**config.mk**
```make
export PLATFORM = sky130hd
export DESIGN_NAME = serirq_slot_drv
export DESIGN_NICKNAME = d
export VERILOG_FILES = /design/src/rtl/serirq_pkg.sv /design/src/rtl/serirq_frame_track.sv /design/src/rtl/serirq_slot_out.sv /design/src/rtl/serirq_slot_drv.sv
export SDC_FILE = /design/constraint.sdc
export NUM_CORES = 1
export LEC_CHECK = 0
export BUFFER_PORTS_ARGS = -buffer_cell sky130_fd_sc_hd__buf_4
export CAP_MARGIN = 20
export CORE_MARGIN = 2
export CORE_UTILIZATION = 65
export CTS_BUF_LIST = sky130_fd_sc_hd__clkbuf_8
export DETAILED_ROUTE_END_ITERATION = 16
export PLACE_DENSITY = 0.9
export SLEW_MARGIN = 30
export SYNTH_ARGS = -nofsm -noshare
export SYNTH_HDL_FRONTEND = slang
export SYNTH_SLANG_ARGS = --single-unit
```
**constraint.sdc**
```tcl
create_clock -name clk -period 4.96 [get_ports clk]
set_input_delay 0.992 -clock clk [delete_from_list [all_inputs] [get_ports clk]]
set_output_delay 0.992 -clock clk [all_outputs]
set_load 0.03 [all_outputs]
```
**src/rtl/serirq_pkg.sv**
```systemverilog
package serirq_pkg;

  typedef enum logic {
    LN_IDLE   = 1'b0,
    LN_ACTIVE = 1'b1
  } line_st_e;

  // interrupt numbers this block may own
  function automatic logic irq_supported(input logic [3:0] n);
    case (n)
      4'd3, 4'd4, 4'd5, 4'd7, 4'd9, 4'd10, 4'd11: return 1'b1;
      default: return 1'b0;
    endcase
  endfunction

  // clock (counted from the last start-frame low) of the sample phase for irq n
  function automatic logic [7:0] sample_clk(input logic [3:0] n);
    return ({4'd0, n} * 8'd3) + 8'd2;
  endfunction

endpackage

```
**src/rtl/serirq_frame_track.sv**
```systemverilog
module serirq_frame_track
  import serirq_pkg::*;
#(
  parameter int CNT_W     = 8,
  parameter int RUN_W     = 4,
  parameter int START_MIN = 4,
  parameter int STOP_MIN  = 2
) (
  input  logic             clk,
  input  logic             rst_n,
  input  logic             line_in,
  output logic             active,
  output logic [CNT_W-1:0] slot_clk,
  output logic             quiet,
  output logic [RUN_W-1:0] low_run
);

  localparam logic [RUN_W-1:0] RUN_MAX   = {RUN_W{1'b1}};
  localparam logic [CNT_W-1:0] CNT_MAX   = {CNT_W{1'b1}};
  localparam logic [RUN_W-1:0] START_LIM = RUN_W'(START_MIN);
  localparam logic [RUN_W-1:0] STOP_LIM  = RUN_W'(STOP_MIN);
  localparam logic [CNT_W-1:0] FIRST_CLK = CNT_W'(2);

  line_st_e st;
  logic     start_end;
  logic     stop_end;

  assign active    = (st == LN_ACTIVE);
  assign start_end = (st == LN_IDLE) && line_in && (low_run >= START_LIM);
  assign stop_end  = active && line_in && (low_run >= STOP_LIM);

  always_ff @(posedge clk) begin
    if (!rst_n) begin
      st       <= LN_IDLE;
      slot_clk <= '0;
      quiet    <= 1'b0;
      low_run  <= '0;
    end else begin
      if (!line_in)
        low_run <= (low_run == RUN_MAX) ? low_run : low_run + 1'b1;
      else
        low_run <= '0;

      if (start_end) begin
        st       <= LN_ACTIVE;
        slot_clk <= FIRST_CLK;
      end else if (stop_end) begin
        st       <= LN_IDLE;
        quiet    <= (low_run == STOP_LIM);
        slot_clk <= '0;
      end else if (active && slot_clk != CNT_MAX) begin
        slot_clk <= slot_clk + 1'b1;
      end
    end
  end


  start_edge_chk: assert property (@(posedge clk) disable iff (!rst_n)
    $rose(active) |-> ($past(line_in) && ($past(low_run) >= START_LIM)));


  stop_edge_chk: assert property (@(posedge clk) disable iff (!rst_n)
    $fell(active) |-> ($past(line_in) && ($past(low_run) >= STOP_LIM)));

endmodule

```
**src/rtl/serirq_slot_out.sv**
```systemverilog
module serirq_slot_out
  import serirq_pkg::*;
#(
  parameter int CNT_W = 8,
  parameter int RUN_W = 4
) (
  input  logic             clk,
  input  logic             rst_n,
  input  logic             active,
  input  logic             quiet,
  input  logic             line_in,
  input  logic [RUN_W-1:0] low_run,
  input  logic [CNT_W-1:0] slot_clk,
  input  logic [3:0]       irq_num,
  input  logic             req,
  output logic             drive_lo,
  output logic             drive_hi,
  output logic             start_pulse
);

  logic [CNT_W-1:0] tgt_pre;
  logic             in_slot;
  logic             req_prev;
  logic             req_rise;
  logic             may_start;

  // slot_clk one before the sample clock: the next clock is the sample phase
  assign tgt_pre   = CNT_W'(sample_clk(irq_num) - 8'd1);
  assign in_slot   = active && irq_supported(irq_num) && (slot_clk == tgt_pre);
  assign req_rise  = req && !req_prev;
  assign may_start = !active && quiet && line_in && (low_run == '0) && !start_pulse;

  always_ff @(posedge clk) begin
    if (!rst_n) begin
      drive_lo    <= 1'b0;
      drive_hi    <= 1'b0;
      start_pulse <= 1'b0;
      req_prev    <= 1'b0;
    end else begin
      drive_lo    <= in_slot && req;
      drive_hi    <= drive_lo;
      start_pulse <= may_start && req_rise;
      req_prev    <= req;
    end
  end


  sp_one_clk_chk: assert property (@(posedge clk) disable iff (!rst_n)
    start_pulse |=> !start_pulse);


  recovery_chk: assert property (@(posedge clk) disable iff (!rst_n)
    drive_lo |=> (drive_hi && !drive_lo));

endmodule

```
**src/rtl/serirq_slot_drv.sv**
```systemverilog
module serirq_slot_drv
  import serirq_pkg::*;
#(
  parameter int NSRC      = 4,
  parameter int CNT_W     = 8,
  parameter int RUN_W     = 4,
  parameter int START_MIN = 4,
  parameter int STOP_MIN  = 2
) (
  input  logic            clk,
  input  logic            rst_n,
  input  logic            line_in,
  input  logic [NSRC-1:0] irq_src,
  input  logic            src_act_low,
  input  logic [3:0]      irq_num,
  output logic            drv_en,
  output logic            drv_val
);

  logic             active;
  logic             quiet;
  logic [CNT_W-1:0] slot_clk;
  logic [RUN_W-1:0] low_run;
  logic             req;
  logic             drive_lo;
  logic             drive_hi;
  logic             start_pulse;

  assign req = |(irq_src ^ {NSRC{src_act_low}});

  serirq_frame_track #(
    .CNT_W(CNT_W), .RUN_W(RUN_W), .START_MIN(START_MIN), .STOP_MIN(STOP_MIN)
  ) u_track (
    .clk(clk), .rst_n(rst_n), .line_in(line_in),
    .active(active), .slot_clk(slot_clk), .quiet(quiet), .low_run(low_run)
  );

  serirq_slot_out #(
    .CNT_W(CNT_W), .RUN_W(RUN_W)
  ) u_out (
    .clk(clk), .rst_n(rst_n), .active(active), .quiet(quiet),
    .line_in(line_in), .low_run(low_run), .slot_clk(slot_clk),
    .irq_num(irq_num), .req(req),
    .drive_lo(drive_lo), .drive_hi(drive_hi), .start_pulse(start_pulse)
  );

  assign drv_en  = drive_lo | drive_hi | start_pulse;
  assign drv_val = drive_hi;


  no_start_busy_chk: assert property (@(posedge clk) disable iff (!rst_n)
    start_pulse |-> !active);


  drive_scope_chk: assert property (@(posedge clk) disable iff (!rst_n)
    (drv_en && !drv_val && !start_pulse) |-> $past(active));

endmodule

```
== Word level (Yosys, flattened, before mapping) ==
Cells that the tools add are included.
Word-level totals
  flip-flop bits (word level): 18
  output and inout port bits: 2
  logic and storage cells: 64
Operators by class
  $add $sub $neg: 4
  $mul: 1
  $lt $le $gt $ge: 2
  equality and inequality tests: 11
  multiplexer cells: 6
  bitwise logic cells: 6
  reduce and logical (&&, ||, !) cells: 25
Operators by type and width (count)
  $eq 4x4->1 const B: 4
  $logic_and 1x1->1: 14
  $eq 4x3->1 const B: 3
  $add 8x1->8 const B: 1
  $eq 4x2->1 const B: 2
  $eq 8x8->1: 1
  $ne 8x8->1 const B: 1
  $sub 8x1->8 const B: 1
  $add 6x2->7 const B: 1
  $reduce_or 7->1: 1
  $mul 4x2->6 const B: 1
  $mux 2: 3
  $add 4x1->4 const B: 1
  $ge 4x2->1 const B: 1
  $ge 4x3->1 const B: 1
  $logic_not 4->1: 1
  $reduce_or 4->1: 1
  $xor 4x4->4: 1
  $logic_not 1->1: 3
  $mux 1: 3
  $not 1->1: 3
  $reduce_bool 3->1: 1
  $reduce_or 3->1: 1
  $or 1x1->1: 2
  3 further kinds: 3

== Logic depth before layout (Yosys ltp) ==
Gate-level depths: netlist of the first run.
  depth in word-level cells: 6
  gate-level depth with buffers: 10

== Hierarchy ==
A second synthesis of the first run with hierarchy kept.
Second synthesis, totals
  cells, all modules: 130
  area total of the unflattened synthesis: 1179.9 µm²
Modules (own cells, without submodules)
  serirq_frame_track: times used 1, cells an instance 79, area an instance 701.9 µm², seq. area each 280.3 µm²
  serirq_slot_out: times used 1, cells an instance 47, area an instance 440.4 µm², seq. area each 80.1 µm²
  serirq_slot_drv: times used 1, cells an instance 4, area an instance 37.5 µm², seq. area each 0.0 µm²

== Worst setup path after synthesis of the first run ==
Ideal clock, no wire load.
  path type: input to register
  start: input port irq_num[1]
  end: register u_out.drive_lo
  library setup time: 0.103 ns
  arrival time: 2.855 ns
  data required time: 4.857 ns
  setup slack: 2.001 ns
  stages: 8
  buffers on the path: 0
  path through: ha_1 -> ha_1 -> fa_1 -> xor2_1 -> xnor2_1 -> and3_1 -> nand4_1 -> a2111oi_2
Between the ends
  cells in the longest elaborated chain, start to end: 6
  elaborated cells between the ends (all ways): 16
  classes of those cells: add/sub: 2; mul: 1; eq/ne: 8; mux: 1; reduce/logical: 4
RTL lines
  start: declaration: RTL line serirq_slot_drv.sv:15  | input logic [3:0] irq_num,
  $mul 4x2->6 (tied with other cells): RTL line serirq_pkg.sv:18  | return ({4'd0, n} * 8'd3) + 8'd2;
  $add 6x2->7 or $reduce_or 7->1 (tied branches): RTL line serirq_pkg.sv:18, serirq_pkg.sv:10
  $sub 8x1->8 or $mux 1 (tied branches): RTL line serirq_slot_out.sv:28, serirq_pkg.sv:10
  $eq 8x8->1 or $logic_and 1x1->1 (tied branches): RTL line serirq_slot_out.sv:29  | assign in_slot = active && irq_supported(irq_num) && (slot_clk == tgt_pre);
  $logic_and 1x1->1 *: RTL line serirq_slot_out.sv:29
  $logic_and 1x1->1 *: RTL line serirq_slot_out.sv:40  | drive_lo <= in_slot && req;
  end signal: assignment: RTL line serirq_slot_out.sv:40
  end: declaration: RTL line serirq_slot_out.sv:16  | output logic drive_lo,
Every way passes the cells marked *; elsewhere a longest branch is shown, timed or not.
A chain may end at the register's enable or synchronous reset.

== Worst setup path in the final report of the first run ==
  start: input port irq_num[0]
  end: register u_out.drive_lo
The elaborated chain is that of the path after synthesis.

==> tab_implementation.tex, run 1 <==
\begin{tabular}{lr}
\hline
Metric & Value \\
\hline
\multicolumn{2}{l}{\textbf{Status}} \\
\quad Result of the run & finished clean \\
\multicolumn{2}{l}{\textbf{Critical path}} \\
\quad Max stage delay cell, worst path & sky130\_fd\_sc\_hd\_\_fa\_1 \\
\quad Sort of element at the start of the critical path & input port \\
\quad Data arrival time of the critical path & 3.22 ns \\
\quad Startpoint of the worst setup timing path & irq\_num[0] \\
\quad WS Path Type & in -> reg \\
\quad Dominant delay contributor by cell family on the critical path & adder cells \\
\quad Type of element capturing the critical path & flop \\
\quad Number of buffer and inverter stages on the critical path & 3 \\
\quad Reg-to-reg startpoint & u\_track.slot\_clk[0]\$\_SDFFE\_PP0P\_ \\
\quad Ordered cell list for the critical path & buf\_4, inv\_1, ha\_1, inv\_1, ha\_1, fa\_1, xor2\_1, nor3\_1, nand3\_1, xnor2\_1, a2111oi\_2 \\
\quad CP Data Required Time & 5.12 ns \\
\quad Crit path max fanout & 6 \\
\quad Largest stage delay, worst path & 0.38 ns \\
\multicolumn{2}{l}{\textbf{STA}} \\
\quad RSZ-0062 raised after global routing & false \\
\quad Total of endpoints with negative setup slack in the final report & 0 \\
\quad Total negative slack for setup checks & 0 ns \\
\quad Post-Route Skew & 0.006841 ns \\
\quad Share of the cycle needed by the critical path after routing & 0.6167 \\
\quad Least-Margin Pin Slew & 0.5476 ns \\
\quad Period minus WS final & 3.059 ns \\
\quad Fin worst setup slack & 1.901 ns \\
\quad Final Slew Violations & 0 \\
\quad Top achievable clock speed & 326.9 MHz \\
\quad Worst slew slack as a fraction of its limit & 0.6316 \\
\quad Final-layout worst hold slack & 0.4906 ns \\
\quad Total count of hold-check failures in the final report & 0 \\
\multicolumn{2}{l}{\textbf{Floorplan}} \\
\quad I/O pins & 14 \\
\quad Core region area & 1942 um2 \\
\quad Y dimension of the die & 49.09 um \\
\quad Std cell rows & 16 \\
\quad Die extent in x & 49.09 um \\
\quad Area of the die & 2409 um2 \\
\quad Initial core utilization & 0.6804 \\
\multicolumn{2}{l}{\textbf{Final layout}} \\
\quad Area growth, synth to finish & 11.84\% \\
\quad Layout cells sized above 1 & 0.1386 \\
\quad Total number of nets in the final design & 197 \\
\quad Post-route cell area & 1478 um2 \\
\quad N\_diodes & 0 \\
\quad Post-route core utilization & 0.7610 \\
\multicolumn{2}{l}{\textbf{Clock network}} \\
\quad Clock latency on the worst-skew pair & 0.26 ns \\
\quad Number of buffers inserted by post-CTS setup repair & 0 \\
\quad Number of levels in the clock H-tree & 1 \\
\quad Cells resized by post-CTS repair & 0 \\
\quad CTS Root Cell & sky130\_fd\_sc\_hd\_\_clkbuf\_8 \\
\quad Longest Clk Path Bufs & 2 \\
\quad Total of hold buffers inserted after clock tree synthesis & 0 \\
\quad Clock-pin slew of the registers on the worst-case setup and hold paths & 0.07 ns \\
\quad TritonCTS Sinks & 18 \\
\quad TritonCTS clock tree & yes \\
\quad Inserted Clock Buffers & 3 \\
\multicolumn{2}{l}{\textbf{Worst hold path}} \\
\quad Hold/Removal Path Class & reg -> reg \\
\quad Hold path startpoint & u\_track.quiet\$\_SDFFE\_PN0P\_ \\
\multicolumn{2}{l}{\textbf{Synthesis}} \\
\quad Total number of yosys warnings & 0 \\
\quad Register bit total from synthesis & 18 \\
\quad Sequential element share of the synthesized area & 0.2727 \\
\quad Gate Count Post-Synth & 152 \\
\quad Leading cell types by total area after synthesis & sky130\_fd\_sc\_hd\_\_dfxtp\_1, sky130\_fd\_sc\_hd\_\_ha\_1, sky130\_fd\_sc\_hd\_\_xnor2\_1 \\
\quad Top cell type by total area after synthesis & sky130\_fd\_sc\_hd\_\_dfxtp\_1 \\
\quad Total standard cell area after synthesis & 1321 um2 \\
\quad Syn avg cell area & 8.693 um2 \\
\quad Number of library cell types mapped by synthesis & 36 \\
\quad Proportion of netlist area held by the largest area contributor & 0.2727 \\
\quad Post-synth net total & 182 \\
\multicolumn{2}{l}{\textbf{Drt}} \\
\quad Routed wire length & 2664 um \\
\quad Residual DRC count & 0 \\
\quad First-pass iteration count of the detailed router & 4 \\
\quad WL/cell & 13.80 um \\
\quad Detailed-route via count & 1099 \\
\quad Number of DRC markers in iteration 0 & 16 \\
\quad Ratio of routed vias to standard cells & 5.694 \\
\quad Antenna Violating Nets Remaining & 0 \\
\multicolumn{2}{l}{\textbf{Global routing}} \\
\quad Leftover overflow at the end of global routing & 0 \\
\quad Gr usage total & 0.2519 \\
\quad Number of global-route vias before repair & 1054 \\
\quad Pin count of the biggest net entering global routing & 11 \\
\quad Antenna violations before repair & 0 \\
\quad First-pass GRT wire length & 4574 um \\
\multicolumn{2}{l}{\textbf{Placement}} \\
\quad Quantity of I/O buffers inserted on ports & 13 \\
\quad Dpl cell area & 1423 um2 \\
\quad Setup WS pre-CTS & 1.657 ns \\
\quad Final weighted congestion of routability-driven global placement & 0.9134 \\
\quad Half-perimeter wire length after placement & 2110 um \\
\multicolumn{2}{l}{\textbf{Power}} \\
\quad Switching component of the power & 0.08871 mW \\
\quad Cell-internal power & 0.2443 mW \\
\quad Relative contribution of combinational cells to total power & 0.188 \\
\quad Peak VDD IR & 0.1632 mV \\
\quad Cell leakage power & 0.6129 nW \\
\quad Net Sw Frac & 0.2664 \\
\quad Power density relative to cell area & 225.4 nW/um2 \\
\quad Part of the total power dissipated in sequential elements & 0.443 \\
\quad Portion of total power attributed to the clock network & 0.369 \\
\multicolumn{2}{l}{\textbf{Run}} \\
\quad Reported max-cap violation count & 0 \\
\hline
\end{tabular}
## stage by stage
step                instances  total power, mW
floorplan                 152           0.1919
global placement          189           0.2080
detailed placement        189           0.2126
CTS                       193           0.3326
global route              193           0.3482
finish                    193           0.3330
## sequential cells by signal, summed over array words and instances, names as in the netlist
register,cells
u_out.start_pulse,1
u_track.slot_clk,8
u_out.req_prev,1
u_out.drive_lo,1
u_track.active,1
u_out.drive_hi,1
u_track.quiet,1
u_track.low_run,4
## cells in the final DEF, fill, tap and decap left out, drive strengths merged, types with 5 or more instances in the layout
cell and n:
nor3 5, nand3 7, xnor2 9, o21ai 10
xor2 9, ha 17, nand4 7, inv 9
dfxtp 18, buf 13, nor2 17, nand2 13
## path summary, 6_finish.rpt
check / to / slack, ns / cells past startpoint
max: u_out.drive_lo$_SDFF_PN0_ / 1.90 / 11
min reg2reg: u_track.quiet$_SDFFE_PN0P_ / 0.49 / 2
min: u_track.quiet$_SDFFE_PN0P_ / 0.49 / 2
max reg2reg: u_track.slot_clk[3]$_SDFFE_PP0P_ / 3.32 / 6
## power groups by stage
stage	registers [mW]	logic, mW	clock network (mW)
detailed placement	0.151	0.0618	0
CTS	0.147	0.0622	0.123
floorplan	0.150	0.0415	0
finish	0.147	0.0626	0.123
global route	0.148	0.0694	0.131
global placement	0.151	0.0573	0
## cells in the mapped netlist (all sizes together)
library cell and number:
nor4 1, inv 9, nand2b 1, nor2 17
buf 3, or2 1, or3 1, a41oi 1
and4 1, nand3 7, a2111oi 1, and2 1
nor3b 2, and3 3, dfxtp 18, o21ai 10
xor2 9, o22ai 1, xnor2 9, nand3b 2
o31ai 2, mux2i 2, a31oi 1, nor3 5
a211oi 1, nand4 7, ha 17, fa 1
a21oi 2, a21boi 1, nor2b 1, a32oi 1
nand2 13
## metal layers
metal	GRT usage	share of wire	up-vias
li1	-	-	553
met1	0.2857	0.42	513
met2	0.4527	0.51	26
met3	0.04601	0.047	7
met4	0.1143	0.021	0
met5	0	0	-
## final cells by class
type,instances,area (um2)
timing repair buffer,13,97.59
tap,27,33.78
inverter,9,33.78
sequential,18,360.3
clock buffer,4,55.05
multi-input combinational,122,897.1
fill,160,464.2
## cell families after synthesis
| kind of cell | after synthesis | share of synthesized area |
|---|---|---|
| xor+xnor | 18 | 0.1193 |
| simple gates | 63 | 0.2396 |
| buf+inv | 12 | 0.04829 |
| mux | 2 | 0.01515 |
| fa+ha+maj | 18 | 0.1761 |
| compound gates | 21 | 0.1288 |
| flops | 18 | 0.2727 |
## worst register-to-register path: cells and delay by family (launching register included)
family	cells	cell delay (ns)
simple gates	3	0.44
compound gates	1	0.28
xor+xnor	1	0.17
flops	1	0.37
fa+ha+maj	1	0.27
(Power assumes the default switching activity.)
==> run 2: changes to the inputs <==
--- a/config.mk
+++ b/config.mk
@@ -5,13 +5,14 @@
 export SDC_FILE = /design/constraint.sdc
 export NUM_CORES = 1
 export LEC_CHECK = 0
+export ABC_AREA = 1
 export BUFFER_PORTS_ARGS = -buffer_cell sky130_fd_sc_hd__buf_4
 export CAP_MARGIN = 20
 export CORE_MARGIN = 2
-export CORE_UTILIZATION = 65
+export CORE_UTILIZATION = 55
 export CTS_BUF_LIST = sky130_fd_sc_hd__clkbuf_8
 export DETAILED_ROUTE_END_ITERATION = 16
-export PLACE_DENSITY = 0.9
+export PLACE_DENSITY = 0.81
 export SLEW_MARGIN = 30
 export SYNTH_ARGS = -nofsm -noshare
 export SYNTH_HDL_FRONTEND = slang
==> constraint.sdc (replaced) <==
create_clock -name clk -period 2.5 [get_ports clk]
set_input_delay 0.5 -clock clk [delete_from_list [all_inputs] [get_ports clk]]
set_output_delay 0.5 -clock clk [all_outputs]
set_load 0.03 [all_outputs]
==> tab_implementation.tex, run 2 <==
\begin{tabular}{lr}
\hline
Metric & Value \\
\hline
\multicolumn{2}{l}{\textbf{Final layout}} \\
\quad Flip-flop count of the largest register after layout & 8 (unchanged) \\
\quad Most frequent standard cell in the layout excluding fill and tap cells & sky130\_fd\_sc\_hd\_\_nand2\_1 (was sky130\_fd\_sc\_hd\_\_dfxtp\_1) \\
\quad Top register by number of flip-flops & u\_track.slot\_clk (unchanged) \\
\quad Layout cells sized above 1 & 0.1064 (was 0.1386) \\
\quad Non-filler cells in the finished layout & 265 (was 193) \\
\quad N\_diodes & 0 (unchanged) \\
\quad Total number of nets in the final design & 266 (was 197) \\
\quad Leading registers by flop count & u\_track.slot\_clk (8), u\_track.low\_run (4) (unchanged) \\
\quad Post-route core utilization & 0.6590 (was 0.7610) \\
\quad Highest-count cells in the layout ignoring fill and taps & sky130\_fd\_sc\_hd\_\_nand2\_1, sky130\_fd\_sc\_hd\_\_inv\_1, sky130\_fd\_sc\_hd\_\_nor2\_1 (was sky130\_fd\_sc\_hd\_\_dfxtp\_1, sky130\_fd\_sc\_hd\_\_nor2\_1, sky130\_fd\_sc\_hd\_\_ha\_1) \\
\quad Area growth, synth to finish & 14.68\% (was 11.84\%) \\
\multicolumn{2}{l}{\textbf{Synthesis}} \\
\quad Dominant register cell in the synthesized netlist & sky130\_fd\_sc\_hd\_\_dfxtp\_1 (unchanged) \\
\quad Gate Count Post-Synth & 216 (was 152) \\
\quad Sequential element share of the synthesized area & 0.2578 (was 0.2727) \\
\quad Cell with the most instances after synthesis & sky130\_fd\_sc\_hd\_\_nand2\_1 (was sky130\_fd\_sc\_hd\_\_dfxtp\_1) \\
\quad Register bit total from synthesis & 18 (unchanged) \\
\quad Total standard cell area after synthesis & 1398 um2 (was 1321 um2) \\
\quad Synth cell count leaders & sky130\_fd\_sc\_hd\_\_nand2\_1, sky130\_fd\_sc\_hd\_\_inv\_1, sky130\_fd\_sc\_hd\_\_nor2\_1 (was sky130\_fd\_sc\_hd\_\_dfxtp\_1, sky130\_fd\_sc\_hd\_\_ha\_1, sky130\_fd\_sc\_hd\_\_nor2\_1) \\
\quad Syn avg cell area & 6.470 um2 (was 8.693 um2) \\
\quad Share of synthesized flip-flops with an asynchronous set or reset & 0 (unchanged) \\
\quad Number of library cell types mapped by synthesis & 26 (was 36) \\
\quad Post-synth net total & 246 (was 182) \\
\quad Total number of yosys warnings & 0 (unchanged) \\
\quad Post-synth EDFFs & 0 (unchanged) \\
\quad Leading cell types by total area after synthesis & sky130\_fd\_sc\_hd\_\_dfxtp\_1, sky130\_fd\_sc\_hd\_\_nand2\_1, sky130\_fd\_sc\_hd\_\_ha\_1 (was sky130\_fd\_sc\_hd\_\_dfxtp\_1, sky130\_fd\_sc\_hd\_\_ha\_1, sky130\_fd\_sc\_hd\_\_xnor2\_1) \\
\quad Proportion of netlist area held by the largest area contributor & 0.2578 (was 0.2727) \\
\quad Top cell type by total area after synthesis & sky130\_fd\_sc\_hd\_\_dfxtp\_1 (unchanged) \\
\multicolumn{2}{l}{\textbf{Run}} \\
\quad Reported max-cap violation count & 0 (unchanged) \\
\multicolumn{2}{l}{\textbf{Global routing}} \\
\quad Antenna violations before repair & 0 (unchanged) \\
\quad Pin count of the biggest net entering global routing & 11 (unchanged) \\
\quad Number of global-route vias before repair & 1118 (was 1054) \\
\quad First-pass GRT wire length & 4478 um (was 4574 um) \\
\quad Gr usage total & 0.2082 (was 0.2519) \\
\quad Leftover overflow at the end of global routing & 0 (unchanged) \\
\multicolumn{2}{l}{\textbf{Drt}} \\
\quad Routed wire length & 2567 um (was 2664 um) \\
\quad WL/cell & 9.687 um (was 13.80 um) \\
\quad Ratio of routed vias to standard cells & 4.830 (was 5.694) \\
\quad Antenna Violating Nets Remaining & 0 (unchanged) \\
\quad Residual DRC count & 0 (unchanged) \\
\quad First-pass iteration count of the detailed router & 4 (unchanged) \\
\quad Number of DRC markers in iteration 0 & 17 (was 16) \\
\quad Detailed-route via count & 1280 (was 1099) \\
\multicolumn{2}{l}{\textbf{STA}} \\
\quad Final Slew Violations & 0 (unchanged) \\
\quad Worst slew slack as a fraction of its limit & 0.7822 (was 0.6316) \\
\quad RSZ-0062 raised after global routing & false (unchanged) \\
\quad Share of the cycle needed by the critical path after routing & 0.8836 \\
\quad Period minus WS final & 2.209 ns \\
\quad Total count of hold-check failures in the final report & 0 (unchanged) \\
\quad Least-Margin Pin Slew & 0.3267 ns (was 0.5476 ns) \\
\quad Total of endpoints with negative setup slack in the final report & 0 (unchanged) \\
\quad Post-Route Skew & 0.001443 ns (was 0.006841 ns) \\
\quad Top achievable clock speed & 452.7 MHz \\
\quad Total negative slack for setup checks & 0 ns (unchanged) \\
\multicolumn{2}{l}{\textbf{Clock network}} \\
\quad Inserted Clock Buffers & 3 (unchanged) \\
\quad Total of hold buffers inserted after clock tree synthesis & 0 (unchanged) \\
\quad Number of buffers inserted by post-CTS setup repair & 0 (unchanged) \\
\quad CTS Root Cell & sky130\_fd\_sc\_hd\_\_clkbuf\_8 (unchanged) \\
\quad Clock latency on the worst-skew pair & 0.26 ns (about the same) \\
\quad TritonCTS Sinks & 18 (unchanged) \\
\quad Longest Clk Path Bufs & 2 (unchanged) \\
\quad Number of levels in the clock H-tree & 1 (unchanged) \\
\quad Clock-pin slew of the registers on the worst-case setup and hold paths & 0.07 ns (about the same) \\
\quad TritonCTS clock tree & yes (unchanged) \\
\quad Cells resized by post-CTS repair & 0 (unchanged) \\
\multicolumn{2}{l}{\textbf{Worst hold path}} \\
\quad Hold/Removal Path Class & in -> reg (was reg -> reg) \\
\quad Worst hold path depth & 3 (was 2) \\
\multicolumn{2}{l}{\textbf{Critical path}} \\
\quad Reg-to-reg startpoint & u\_track.slot\_clk[0]\$\_SDFFE\_PP0P\_ (unchanged) \\
\quad FF-to-FF path depth & 8 (was 6) \\
\quad CP Data Required Time & 2.70 ns (was 5.12 ns) \\
\quad Largest stage delay, worst path & 0.45 ns (was 0.38 ns) \\
\quad Data arrival time of the critical path & 2.41 ns (was 3.22 ns) \\
\quad Ordered cell list for the critical path & buf\_4, ha\_1, ha\_1, fa\_1, inv\_1, nand3\_1, nor2\_1, nand2\_1, nand2\_1, nand2\_1, nor2\_1, nand3\_1, nor2\_1 (was buf\_4, inv\_1, ha\_1, inv\_1, ha\_1, fa\_1, xor2\_1, nor3\_1, nand3\_1, xnor2\_1, a2111oi\_2) \\
\quad Crit path max fanout & 5 (was 6) \\
\quad Dominant delay contributor by cell family on the critical path & adder cells (unchanged) \\
\quad Number of buffer and inverter stages on the critical path & 2 (was 3) \\
\quad Startpoint of the worst setup timing path & irq\_num[1] (was irq\_num[0]) \\
\quad Worst R2R End & u\_track.slot\_clk[2]\$\_SDFFE\_PP0P\_ (was u\_track.slot\_clk[3]\$\_SDFFE\_PP0P\_) \\
\quad Max stage delay cell, worst path & sky130\_fd\_sc\_hd\_\_fa\_1 (unchanged) \\
\quad Count of cell instances traversed by the critical path & 13 (was 11) \\
\quad WS Path Type & in -> reg (unchanged) \\
\quad Setup slack of the worst register-to-register path & 0.95 ns (was 3.32 ns) \\
\quad Destination of the critical timing path & u\_out.drive\_lo\$\_SDFF\_PN0\_ (unchanged) \\
\quad Type of element capturing the critical path & flop (unchanged) \\
\quad Sort of element at the start of the critical path & input port (unchanged) \\
\multicolumn{2}{l}{\textbf{Floorplan}} \\
\quad Area of the die & 2960 um2 (was 2409 um2) \\
\quad Die extent in x & 54.41 um (was 49.09 um) \\
\quad I/O pins & 14 (unchanged) \\
\quad Y dimension of the die & 54.41 um (was 49.09 um) \\
\quad Initial core utilization & 0.5746 (was 0.6804) \\
\quad Core region area & 2432 um2 (was 1942 um2) \\
\quad Std cell rows & 18 (was 16) \\
\multicolumn{2}{l}{\textbf{Status}} \\
\quad Result of the run & finished clean (unchanged) \\
\multicolumn{2}{l}{\textbf{Placement}} \\
\quad Placed cell count & 261 (was 189) \\
\quad Half-perimeter wire length after placement & 2108 um (was 2110 um) \\
\quad Quantity of I/O buffers inserted on ports & 13 (unchanged) \\
\quad Final weighted congestion of routability-driven global placement & 0.8248 (was 0.9134) \\
\multicolumn{2}{l}{\textbf{Power}} \\
\quad Power density relative to cell area & 414.6 nW/um2 (was 225.4 nW/um2) \\
\quad Peak VDD IR & 0.4087 mV (was 0.1632 mV) \\
\quad Cell leakage power & 0.8169 nW (was 0.6129 nW) \\
\hline
\end{tabular}
==> run 2: tightest hold or removal path: cells and delay by family <==
family | cells | cell delay [ns]
buffers and inverters | 2 | 0.14
AND/OR/NAND/NOR | 1 | 0.05
==> run 2: cell type report <==
cell class / count / area (um2)
fill: 226 / 829.5
clock buffer: 4 / 55.05
inverter: 38 / 147.6
multi-input combinational: 160 / 889.6
timing repair buffer: 15 / 112.6
sequential: 18 / 360.3
tap: 30 / 37.54
==> run 2: kinds of logic after synthesis <==
logic type               count (synthesis)  share of synthesized area
flip-flops                              18                     0.2578
buffers and inverters                   38                     0.1056
AND/OR/NAND/NOR                        116                     0.3599
adder cells (fa/ha/maj)                 18                     0.1665
XOR/XNOR                                 4                    0.02507
AO/OA/AOI/OAI                           22                    0.08505
==> run 2: worst min-delay path by stage <==
stage                                    startpoint                   endpoint  slack [ns]
final                                         rst_n  u_out.drive_hi$_SDFF_PN0_        0.46
after global routing                          rst_n  u_out.drive_hi$_SDFF_PN0_        0.47
after CTS                                     rst_n  u_out.drive_hi$_SDFF_PN0_        0.45
after detailed placement  u_out.drive_lo$_SDFF_PN0_  u_out.drive_hi$_SDFF_PN0_        0.45
after global placement    u_out.drive_lo$_SDFF_PN0_  u_out.drive_hi$_SDFF_PN0_        0.45
after floorplan           u_out.drive_lo$_SDFF_PN0_  u_out.drive_hi$_SDFF_PN0_        0.40
==> run 2: layer usage <==
layer	GRT usage	vias up	part of all wire
li1	-	717	-
met1	0.2685	539	0.53
met2	0.3494	21	0.43
met3	0.05738	3	0.033
met4	0.03750	0	0.0082
met5	0	-	0
==> run 2: per-stage QoR <==
| stage | power, mW | setup slack (ns) | hold WS [ns] | cell area [um2] |
|---|---|---|---|---|
| final | 0.6646 | 0.2909 | 0.4558 | 1603 |
| after global routing | 0.6999 | 0.1161 | 0.4705 | 1603 |
| after detailed placement | 0.4286 | 0.01566 | 0.4538 | 1548 |
| after CTS | 0.6717 | 0.2956 | 0.4537 | 1603 |
| after global placement | 0.4266 | 0.04738 | 0.4550 | 1548 |
| after floorplan | 0.3891 | 0.2770 | 0.4023 | 1398 |
==> run 2: report_power, final <==
part	switching [mW]	internal, mW	total, mW
logic	0.0750	0.0546	0.130
registers	0.00247	0.289	0.292
clock network	0.103	0.140	0.243
total	0.180	0.484	0.665
